$ cat config.mk
export PLATFORM = sky130hd
export DESIGN_NAME = burst_addr_gen
export DESIGN_NICKNAME = d
export VERILOG_FILES = /design/src/rtl/burst_pkg.sv /design/src/rtl/strobe_select.sv /design/src/rtl/beat_counter.sv /design/src/rtl/base_reg.sv /design/src/rtl/beat_order.sv /design/src/rtl/burst_addr_gen.sv
export SDC_FILE = /design/constraint.sdc
export NUM_CORES = 1
export LEC_CHECK = 0
export BUFFER_PORTS_ARGS = -buffer_cell sky130_fd_sc_hd__clkbuf_2
export CAP_MARGIN = 20
export CORE_ASPECT_RATIO = 0.7
export CORE_MARGIN = 5
export CORE_UTILIZATION = 39
export DETAILED_ROUTE_END_ITERATION = 10
export PLACE_DENSITY = 0.81
export SLEW_MARGIN = 30
export SYNTH_ARGS = -nofsm -noshare
export SYNTH_HDL_FRONTEND = slang
export SYNTH_SLANG_ARGS = --single-unit
$ cat constraint.sdc
create_clock -name clk -period 0.9 [get_ports clk]
set_input_delay 0.09 -clock clk [delete_from_list [all_inputs] [get_ports clk]]
set_output_delay 0.09 -clock clk [all_outputs]
set_load 0.01 [all_outputs]
$ cat src/rtl/burst_pkg.sv
package burst_pkg;
  typedef enum logic {
    ORD_LINEAR = 1'b0,
    ORD_XOR    = 1'b1
  } burst_order_e;

  typedef enum logic [1:0] {
    SRC_NONE = 2'd0,
    SRC_PROC = 2'd1,
    SRC_CTRL = 2'd2
  } load_src_e;
endpackage

$ cat src/rtl/strobe_select.sv
module strobe_select #(
  parameter int ADDR_W = 18
) (
  input  logic              proc_stb,
  input  logic              ctrl_stb,
  input  logic [ADDR_W-1:0] proc_addr,
  input  logic [ADDR_W-1:0] ctrl_addr,
  output logic              load,
  output logic [ADDR_W-1:0] load_addr
);
  import burst_pkg::*;

  load_src_e src;

  always_comb begin
    if (proc_stb)      src = SRC_PROC;
    else if (ctrl_stb) src = SRC_CTRL;
    else               src = SRC_NONE;
  end

  always_comb begin
    unique case (src)
      SRC_PROC: load_addr = proc_addr;
      SRC_CTRL: load_addr = ctrl_addr;
      default:  load_addr = '0;
    endcase
    load = (src != SRC_NONE);
  end
endmodule

$ cat src/rtl/beat_counter.sv
module beat_counter #(
  parameter int BEAT_W = 2
) (
  input  logic              clk,
  input  logic              rst_n,
  input  logic              clear,
  input  logic              step,
  output logic [BEAT_W-1:0] cnt
);
  always_ff @(posedge clk or negedge rst_n) begin
    if (!rst_n)     cnt <= '0;
    else if (clear) cnt <= '0;
    else if (step)  cnt <= cnt + BEAT_W'(1);
  end
endmodule

$ cat src/rtl/base_reg.sv
module base_reg #(
  parameter int ADDR_W = 18
) (
  input  logic              clk,
  input  logic              rst_n,
  input  logic              load,
  input  logic [ADDR_W-1:0] d,
  output logic [ADDR_W-1:0] q
);
  always_ff @(posedge clk or negedge rst_n) begin
    if (!rst_n)    q <= '0;
    else if (load) q <= d;
  end
endmodule

$ cat src/rtl/beat_order.sv
module beat_order #(
  parameter int BEAT_W = 2
) (
  input  logic              order_sel,
  input  logic [BEAT_W-1:0] base_lo,
  input  logic [BEAT_W-1:0] cnt,
  output logic [BEAT_W-1:0] beat_lo
);
  import burst_pkg::*;

  logic [BEAT_W-1:0] lin_lo;
  logic [BEAT_W-1:0] xor_lo;

  assign lin_lo = base_lo + cnt;

  for (genvar i = 0; i < BEAT_W; i++) begin : g_xor
    assign xor_lo[i] = base_lo[i] ^ cnt[i];
  end

  always_comb begin
    if (burst_order_e'(order_sel) == ORD_XOR) beat_lo = xor_lo;
    else                                      beat_lo = lin_lo;
  end
endmodule

$ cat src/rtl/burst_addr_gen.sv
module burst_addr_gen #(
  parameter int ADDR_W = 18,
  parameter int BEAT_W = 2
) (
  input  logic              clk,
  input  logic              rst_n,
  input  logic              proc_stb,
  input  logic              ctrl_stb,
  input  logic              adv,
  input  logic              order_sel,
  input  logic [ADDR_W-1:0] proc_addr,
  input  logic [ADDR_W-1:0] ctrl_addr,
  output logic [ADDR_W-1:0] core_addr
);
  localparam int HI_W = ADDR_W - BEAT_W;

  logic              load;
  logic [ADDR_W-1:0] load_addr;
  logic [ADDR_W-1:0] base_q;
  logic [BEAT_W-1:0] cnt;
  logic [BEAT_W-1:0] beat_lo;

  strobe_select #(.ADDR_W(ADDR_W)) sel_i (
    .proc_stb (proc_stb),
    .ctrl_stb (ctrl_stb),
    .proc_addr(proc_addr),
    .ctrl_addr(ctrl_addr),
    .load     (load),
    .load_addr(load_addr)
  );

  base_reg #(.ADDR_W(ADDR_W)) base_i (
    .clk  (clk),
    .rst_n(rst_n),
    .load (load),
    .d    (load_addr),
    .q    (base_q)
  );

  beat_counter #(.BEAT_W(BEAT_W)) cnt_i (
    .clk  (clk),
    .rst_n(rst_n),
    .clear(load),
    .step (adv),
    .cnt  (cnt)
  );

  beat_order #(.BEAT_W(BEAT_W)) ord_i (
    .order_sel(order_sel),
    .base_lo  (base_q[BEAT_W-1:0]),
    .cnt      (cnt),
    .beat_lo  (beat_lo)
  );

  assign core_addr = {base_q[ADDR_W-1 -: HI_W], beat_lo};
endmodule

==> metrics.md, run 1 <==
| Metric | Value |
|---|---|
| Crit-path cells | `ha_2 > nor2b_4 > xnor2_2 > buf_2` |
| Total chip power | `2070 µW` |
| Max incr delay on CP | `~0.38 ns` |
| Initial antenna violation count | `0` |
| Minimum clock period | `1.30 ns` |
| Max Freq | `0.769 GHz` |
| Switching share of power | `0.263` |
| Dpl ws | `-0.162 ns` |
| Post-synth EDFFs | `0` |
| # diodes | `0` |
| Via count | `885` |
| Synthesized instance count | `107` |
| Sequential Power Share | `0.492` |
| Post-synth ARST share | `1.00` |
| M2 GR Usage | `0.248` |
| Worst Tran Pin Value | `0.532 ns` |
| Final net count | `201` |
| Critical path's slowest cell | `dfrtp_1` |
| Worst hold path endpoint | `base_i.q[13]$_DFFE_PN0N_` |
| CP Capture Type | `output port` |
| Cell area after placement | `1340 µm²` |
| Starting Density | `0.400` |
| DR WL/cell | `13.6 µm` |
| Detailed Route Iter0 Violations | `25` |
| Max Cap Viol | `0` |
| Dpl hpwl | `approximately 2100 µm` |
| DRC errors left | `0` |
| Htree depth | `1` |
| GRT Util Overall | `0.135` |
| Setup TNS | `-0.737 ns` |
| Min-Delay Startpoint | `proc_addr[13]` |
| Pwr dens | `1450 nW/µm²` |
| Placer Congestion | `0.746` |
| Die ar. | `3990 µm²` |
| Critical path origin | `base_i.q[0]$_DFFE_PN0N_` |
| Width of the die | `~73 µm` |
| Worst Hold Class | `input port to flip-flop` |
| Core ar. | `2740 µm²` |
| Seq/Total Area, Yosys | `0.457` |
| Port Buffers | `59` |
| Psw | `544 µW` |
| Synthesized area | `1100 µm²` |
| Top FF cell, synth | `dfrtp_1` |
| Met3 global-route usage | `0.0624` |
| Post-DRT Antenna Nets | `0` |
| Yosys top cell by area | `dfrtp_1` |
| Clk sink count | `20` |
| Worst-skew pair later-pin latency | `0.25 ns` |
| Hold path depth | `3` |
| GR Overflow Total | `0` |
| GRT busiest layer | `met2` |
| First-pass GRT wire length | `3950 µm` |
| Max-slew violation count | `0` |
| Hold Fails Final Rpt | `0` |
| Vias in the first global route | `roughly 910` |
| Setup WS post-layout | `-0.400 ns` |
| Area growth syn-to-layout | `30.8%` |
| Slew headroom | `0.646` |
| R2R Setup Slk | `-0.09 ns` |
| Max rail drop VDD | `0.705 mV` |
| Clock power frac | `0.274` |
| Num CTS Buffers | `3` |
| Reg2reg end | `cnt_i.cnt[1]$_DFFE_PN0P_` |
| Mapped Nets | `150` |
| Die height | `around 54 µm` |
| TritonCTS clock tree | `done` |
| Fin Clk Skew | `0.0000961 ns` |
| CP required | `0.81 ns` |
| Ports | `60` |
| Worst R2R Path Depth | `4` |
| Crit-path max FO | `2` |
| Commonest cells post-synth | `dfrtp_1, mux2i_1, nand2_1, buf_4, o21ai_1` |
| Met1 Usage GRT | `0.143` |
| Largest net degree at the start of global routing | `23` |
| Status | `complete, but fails checks` |
| Main area contributors after synthesis | `dfrtp_1, mux2i_1, buf_4` |
| Initial DRT Pass Iterations | `4` |
| CTS root buf | `clkbuf_8` |
| Core Rows | `16` |
| Violated checks | `setup timing` |
| Comb pwr share | `0.234` |
| Setup CP Type | `flip-flop to output port` |
| Syn avg cell area | `just over 10 µm²` |
| Fill cells | `about 270` |
| WP data arrival | `1.21 ns` |
| Syn. warnings | `0` |
| Startpoint types | `flip-flop` |
| Period utilization | `1.44` |
| Vias per cell | `~4.6` |
| RSZ-0062 raised after global routing | `true` |
| Internal power | `1530 µW` |
| Post-route design area | `1430 µm²` |
| CTS clk-pin slew, worst paths | `roughly 0.070 ns` |
| Reg2Reg Launch Point | `cnt_i.cnt[0]$_DFFE_PN0P_` |
| Lkg Pwr | `0.000776 µW` |
| DRT Wirelength | `2610 µm` |
| Yosys top cell area share | `0.457` |
| Clock Tree Buf Depth | `2` |
| Final setup fails | `4` |
| Unique masters post-synth | `18` |
| Share of cells above drive strength 1 | `0.506` |
| Synthesis-stage register bit count | `20` |
| Count leader, synth | `dfrtp_1` |
-- registers in the layout, summed over array words and instances (netlist names) --
register / cells
base_i.q: 18
cnt_i.cnt: 2
-- cell families (layout without fill, tap and decap cells) --
group	Yosys count	count (layout)	share of synthesized area
AOI/OAI and AO/OA	20	20	0.0993
xor gates and xnor gates	3	3	0.0240
adders and majority gates	1	1	0.0114
buffers and inverters	23	72	0.161
DFF	20	20	0.457
muxes	18	18	0.164
and+or+nand+nor	22	22	0.0833
-- per-stage QoR --
step	util	hold WS [ns]	cells
after floorplan	-	-0.206	107
after global placement	0.487	0.0736	185
after detailed placement	0.487	0.0953	185
after CTS	0.515	0.0421	190
after global routing	0.523	0.0433	192
final	0.523	0.0438	192
-- how the worst max path moves through the flow --
stage / endpoint / cells after the start
global route: core_addr[1] / 4
finish: core_addr[1] / 4
detailed placement: core_addr[1] / 4
floorplan: core_addr[1] / 3
global placement: core_addr[1] / 4
CTS: core_addr[1] / 4
-- power groups by stage --
stage,Combinational (µW),Clock (µW),Sequential (µW)
final,486,567,1020
after global routing,531,643,1030
after CTS,472,601,1020
after detailed placement,456,0,1040
after global placement,437,0,1030
after floorplan,328,0,1030
-- routing by layer --
layer	vias up	routed length [µm]
li1	440	-
met3	2	242
met1	409	1030
met2	34	1320
met5	-	0
met4	0	19
-- placed cells by master, fill, tap and decap left out, types with 2 or more instances in the layout --
| cell type | instances |
|---|---|
| o21ai_0 | 8 |
| nand2_1 | 18 |
| xnor2_2 | 3 |
| clkbuf_2 | 56 |
| buf_2 | 2 |
| o21ai_1 | 10 |
| mux2i_1 | 18 |
| buf_6 | 2 |
| clkbuf_8 | 3 |
| buf_4 | 7 |
| dfrtp_1 | 20 |
-- final cells by class --
| class | count | area [µm²] | share of cell area |
|---|---|---|---|
| sequential | 20 | 500 | 0.349 |
| multi-input combinational | 64 | 452 | 0.315 |
| timing repair buffer | 69 | 395 | 0.276 |
| tap | 36 | 45.0 | 0.0314 |
| clock buffer | 3 | 41.3 | 0.0288 |
-- critical path: cells and delay by family, from the launching register on --
kind                     cells  cell delay [ns]
AND/OR/NAND/NOR              1             0.13
XOR/XNOR                     1             0.12
buffers and inverters        1             0.15
flip-flops                   1             0.38
adder cells (fa/ha/maj)      1             0.18
-- what timing repair did --
item | CTS | global route
hold buffers | 1 | 0
endpoints found under the setup margin | 2 | 6
pin swaps | 2 | 0
setup buffers | 1 | 2
resized for setup | 3 | 4
endpoints found under the hold margin | 20 | 0
Power figures use the tool's default switching activity.
==> inputs of run 2 (changes only) <==
--- a/config.mk
+++ b/config.mk
@@ -11,7 +11,7 @@
 export CORE_MARGIN = 5
 export CORE_UTILIZATION = 39
 export DETAILED_ROUTE_END_ITERATION = 10
-export PLACE_DENSITY = 0.81
+export PLACE_DENSITY_LB_ADDON = 0.08
 export SLEW_MARGIN = 30
 export SYNTH_ARGS = -nofsm -noshare
 export SYNTH_HDL_FRONTEND = slang
==> metrics.md, run 2 (same netlist as run 1, synthesis figures left out) <==
| Metric | Value |
|---|---|
| Pwr dens | `1490 nW/µm²` |
| Final setup fails | `4` |
| GR Overflow Total | `0` |
| Lkg Pwr | `0.000779 µW` |
| Post-DRT Antenna Nets | `0` |
| Largest register FFs | `18` |
| Vias per cell | `approximately 4.5` |
| Htree depth | `1` |
| Max Cap Viol | `0` |
| Most common cell after layout, fill and taps aside | `clkbuf_2` |
| First-pass GRT wire length | `3730 µm` |
| Ports | `60` |
| Status | `complete, but fails checks` |
| Met1 Usage GRT | `0.147` |
| DR WL/cell | `roughly 12 µm` |
| Die ar. | `between 3000 and 4000 µm²` |
| Vias in the first global route | `852` |
| Met3 global-route usage | `0.0495` |
| Internal power | `roughly 1600 µW` |
| GRT busiest layer | `met2` |
| Port Buffers | `59` |
| Worst Tran Pin Value | `0.507 ns` |
| Startpoint types | `flip-flop` |
| Minimum clock period | `between 1 and 1.5 ns` |
| Max Freq | `0.771 GHz` |
| # diodes | `0` |
| M2 GR Usage | `0.215` |
| Clk sink count | `20` |
| Starting Density | `0.400` |
| Largest net degree at the start of global routing | `23` |
| Min-Delay Startpoint | `proc_addr[15]` |
| DRT Wirelength | `2360 µm` |
| CP required | `0.81 ns` |
| RSZ-0062 raised after global routing | `true` |
| Clock power frac | `0.308` |
| Reg with most FFs | `base_i.q` |
| Hold Fails Final Rpt | `0` |
| Placer Congestion | `0.718` |
| DRC errors left | `0` |
| Dpl hpwl | `1890 µm` |
| Max-slew violation count | `0` |
| Commonest cells after routing, fill and taps aside | `clkbuf_2, dfrtp_1, mux2i_1, nand2_1, o21ai_1` |
| Psw | `547 µW` |
| Worst Hold Class | `input port to flip-flop` |
| Max rail drop VDD | `0.789 mV` |
| CTS root buf | `clkbuf_8` |
| Regs by FF count | `base_i.q (18), cnt_i.cnt (2)` |
| Critical path origin | `cnt_i.cnt[0]$_DFFE_PN0P_` |
| Worst-skew pair later-pin latency | `0.25 ns` |
| Num CTS Buffers | `3` |
| GRT Util Overall | `0.124` |
| Total chip power | `2170 µW` |
| CTS clk-pin slew, worst paths | `0.07 ns` |
| Slew headroom | `0.662` |
| Detailed Route Iter0 Violations | `9` |
| Setup WS post-layout | `-0.397 ns` |
| Initial antenna violation count | `0` |
| Setup CP Type | `flip-flop to output port` |
| Fin Clk Skew | `about 0.0029 ns` |
| TritonCTS clock tree | `done` |
| Share of cells above drive strength 1 | `0.503` |
| Area growth syn-to-layout | `32.3%` |
| Sequential Power Share | `0.472` |
| Final net count | `between 200 and 250` |
| Via count | `866` |
| Clock Tree Buf Depth | `2` |
| Core Rows | `16` |
| Crit-path max FO | `2` |
| Switching share of power | `0.252` |
| Comb pwr share | `0.220` |
| Period utilization | `1.44` |
| CP Capture Type | `output port` |
| Die height | `54.4 µm` |
| WP data arrival | `1.21 ns` |
| Dpl ws | `-0.147 ns` |
| Initial DRT Pass Iterations | `3` |
| Core ar. | `~2700 µm²` |
| Reg2Reg Launch Point | `cnt_i.cnt[0]$_DFFE_PN0P_` |
| Violated checks | `setup timing` |
| Width of the die | `around 73 µm` |
-- run 2: cell types whose count changed in the layout (fill, tap and decap cells not counted), sizes merged --
cell    delta
clkbuf     +2
buf        -1
-- run 2: layout make-up --
type	instances	area [µm²]
clock buffers	4	55.1
fillers	266	1290
multi-input cells	64	454
flip-flops and latches	20	500
well taps	36	45.0
repair buffers	69	395
-- run 2: per-stage QoR --
step / hold WS, ns / setup TNS (ns) / instances / area [µm²] / util
after floorplan: -0.206 / -0.0857 / 107 / 1110 / -
after global placement: 0.0837 / -0.127 / 186 / 1340 / 0.490
after detailed placement: 0.0851 / -0.148 / 186 / 1340 / 0.490
after CTS: 0.0358 / -0.698 / 192 / 1420 / 0.519
after global routing: 0.0354 / -1.01 / 193 / 1450 / 0.529
final: 0.0405 / -0.831 / 193 / 1450 / 0.529
-- run 2: path summary, 6_finish.rpt --
check                                                end  slack (ns)  cells after the start
min in group asynchronous       cnt_i.cnt[1]$_DFFE_PN0P_        0.33                      2
worst max-delay path                        core_addr[1]       -0.40                      4
worst max register to register  cnt_i.cnt[1]$_DFFE_PN0P_       -0.13                      4
max in group asynchronous        base_i.q[7]$_DFFE_PN0N_        0.23                      2
worst min-delay path            base_i.q[15]$_DFFE_PN0N_        0.04                      3
worst min register to register   base_i.q[8]$_DFFE_PN0N_        0.55                      2
-- run 2: timing repair --
action	4_1_cts	5_1_grt
buffers inserted	1	1
cloned	0	0
pin swaps	2	0
setup endpoints to repair	2	4
hold endpoints to repair	20	0
hold buffers	1	0
resized for setup	1	6
-- run 2: critical path, stage by stage, from the launching register on --
cell and delay (ns):
dfrtp_1 0.42, ha_4 0.17, nor2b_4 0.12, xnor2_2 0.11
buf_2 0.14
-- run 2: per-layer routing --
layer	up-vias	wire length (µm)
li1	440	-
met1	399	1000
met2	27	1170
met3	0	187
met4	0	0
met5	-	0
-- run 2: power groups by stage --
stage / Combinational (µW) / Sequential [µW] / Clock (µW)
final: 477 / 1020 / 667
after global routing: 529 / 1030 / 747
after CTS: 471 / 1020 / 703
after detailed placement: 457 / 1030 / 0
after global placement: 449 / 1030 / 0
after floorplan: 328 / 1030 / 0
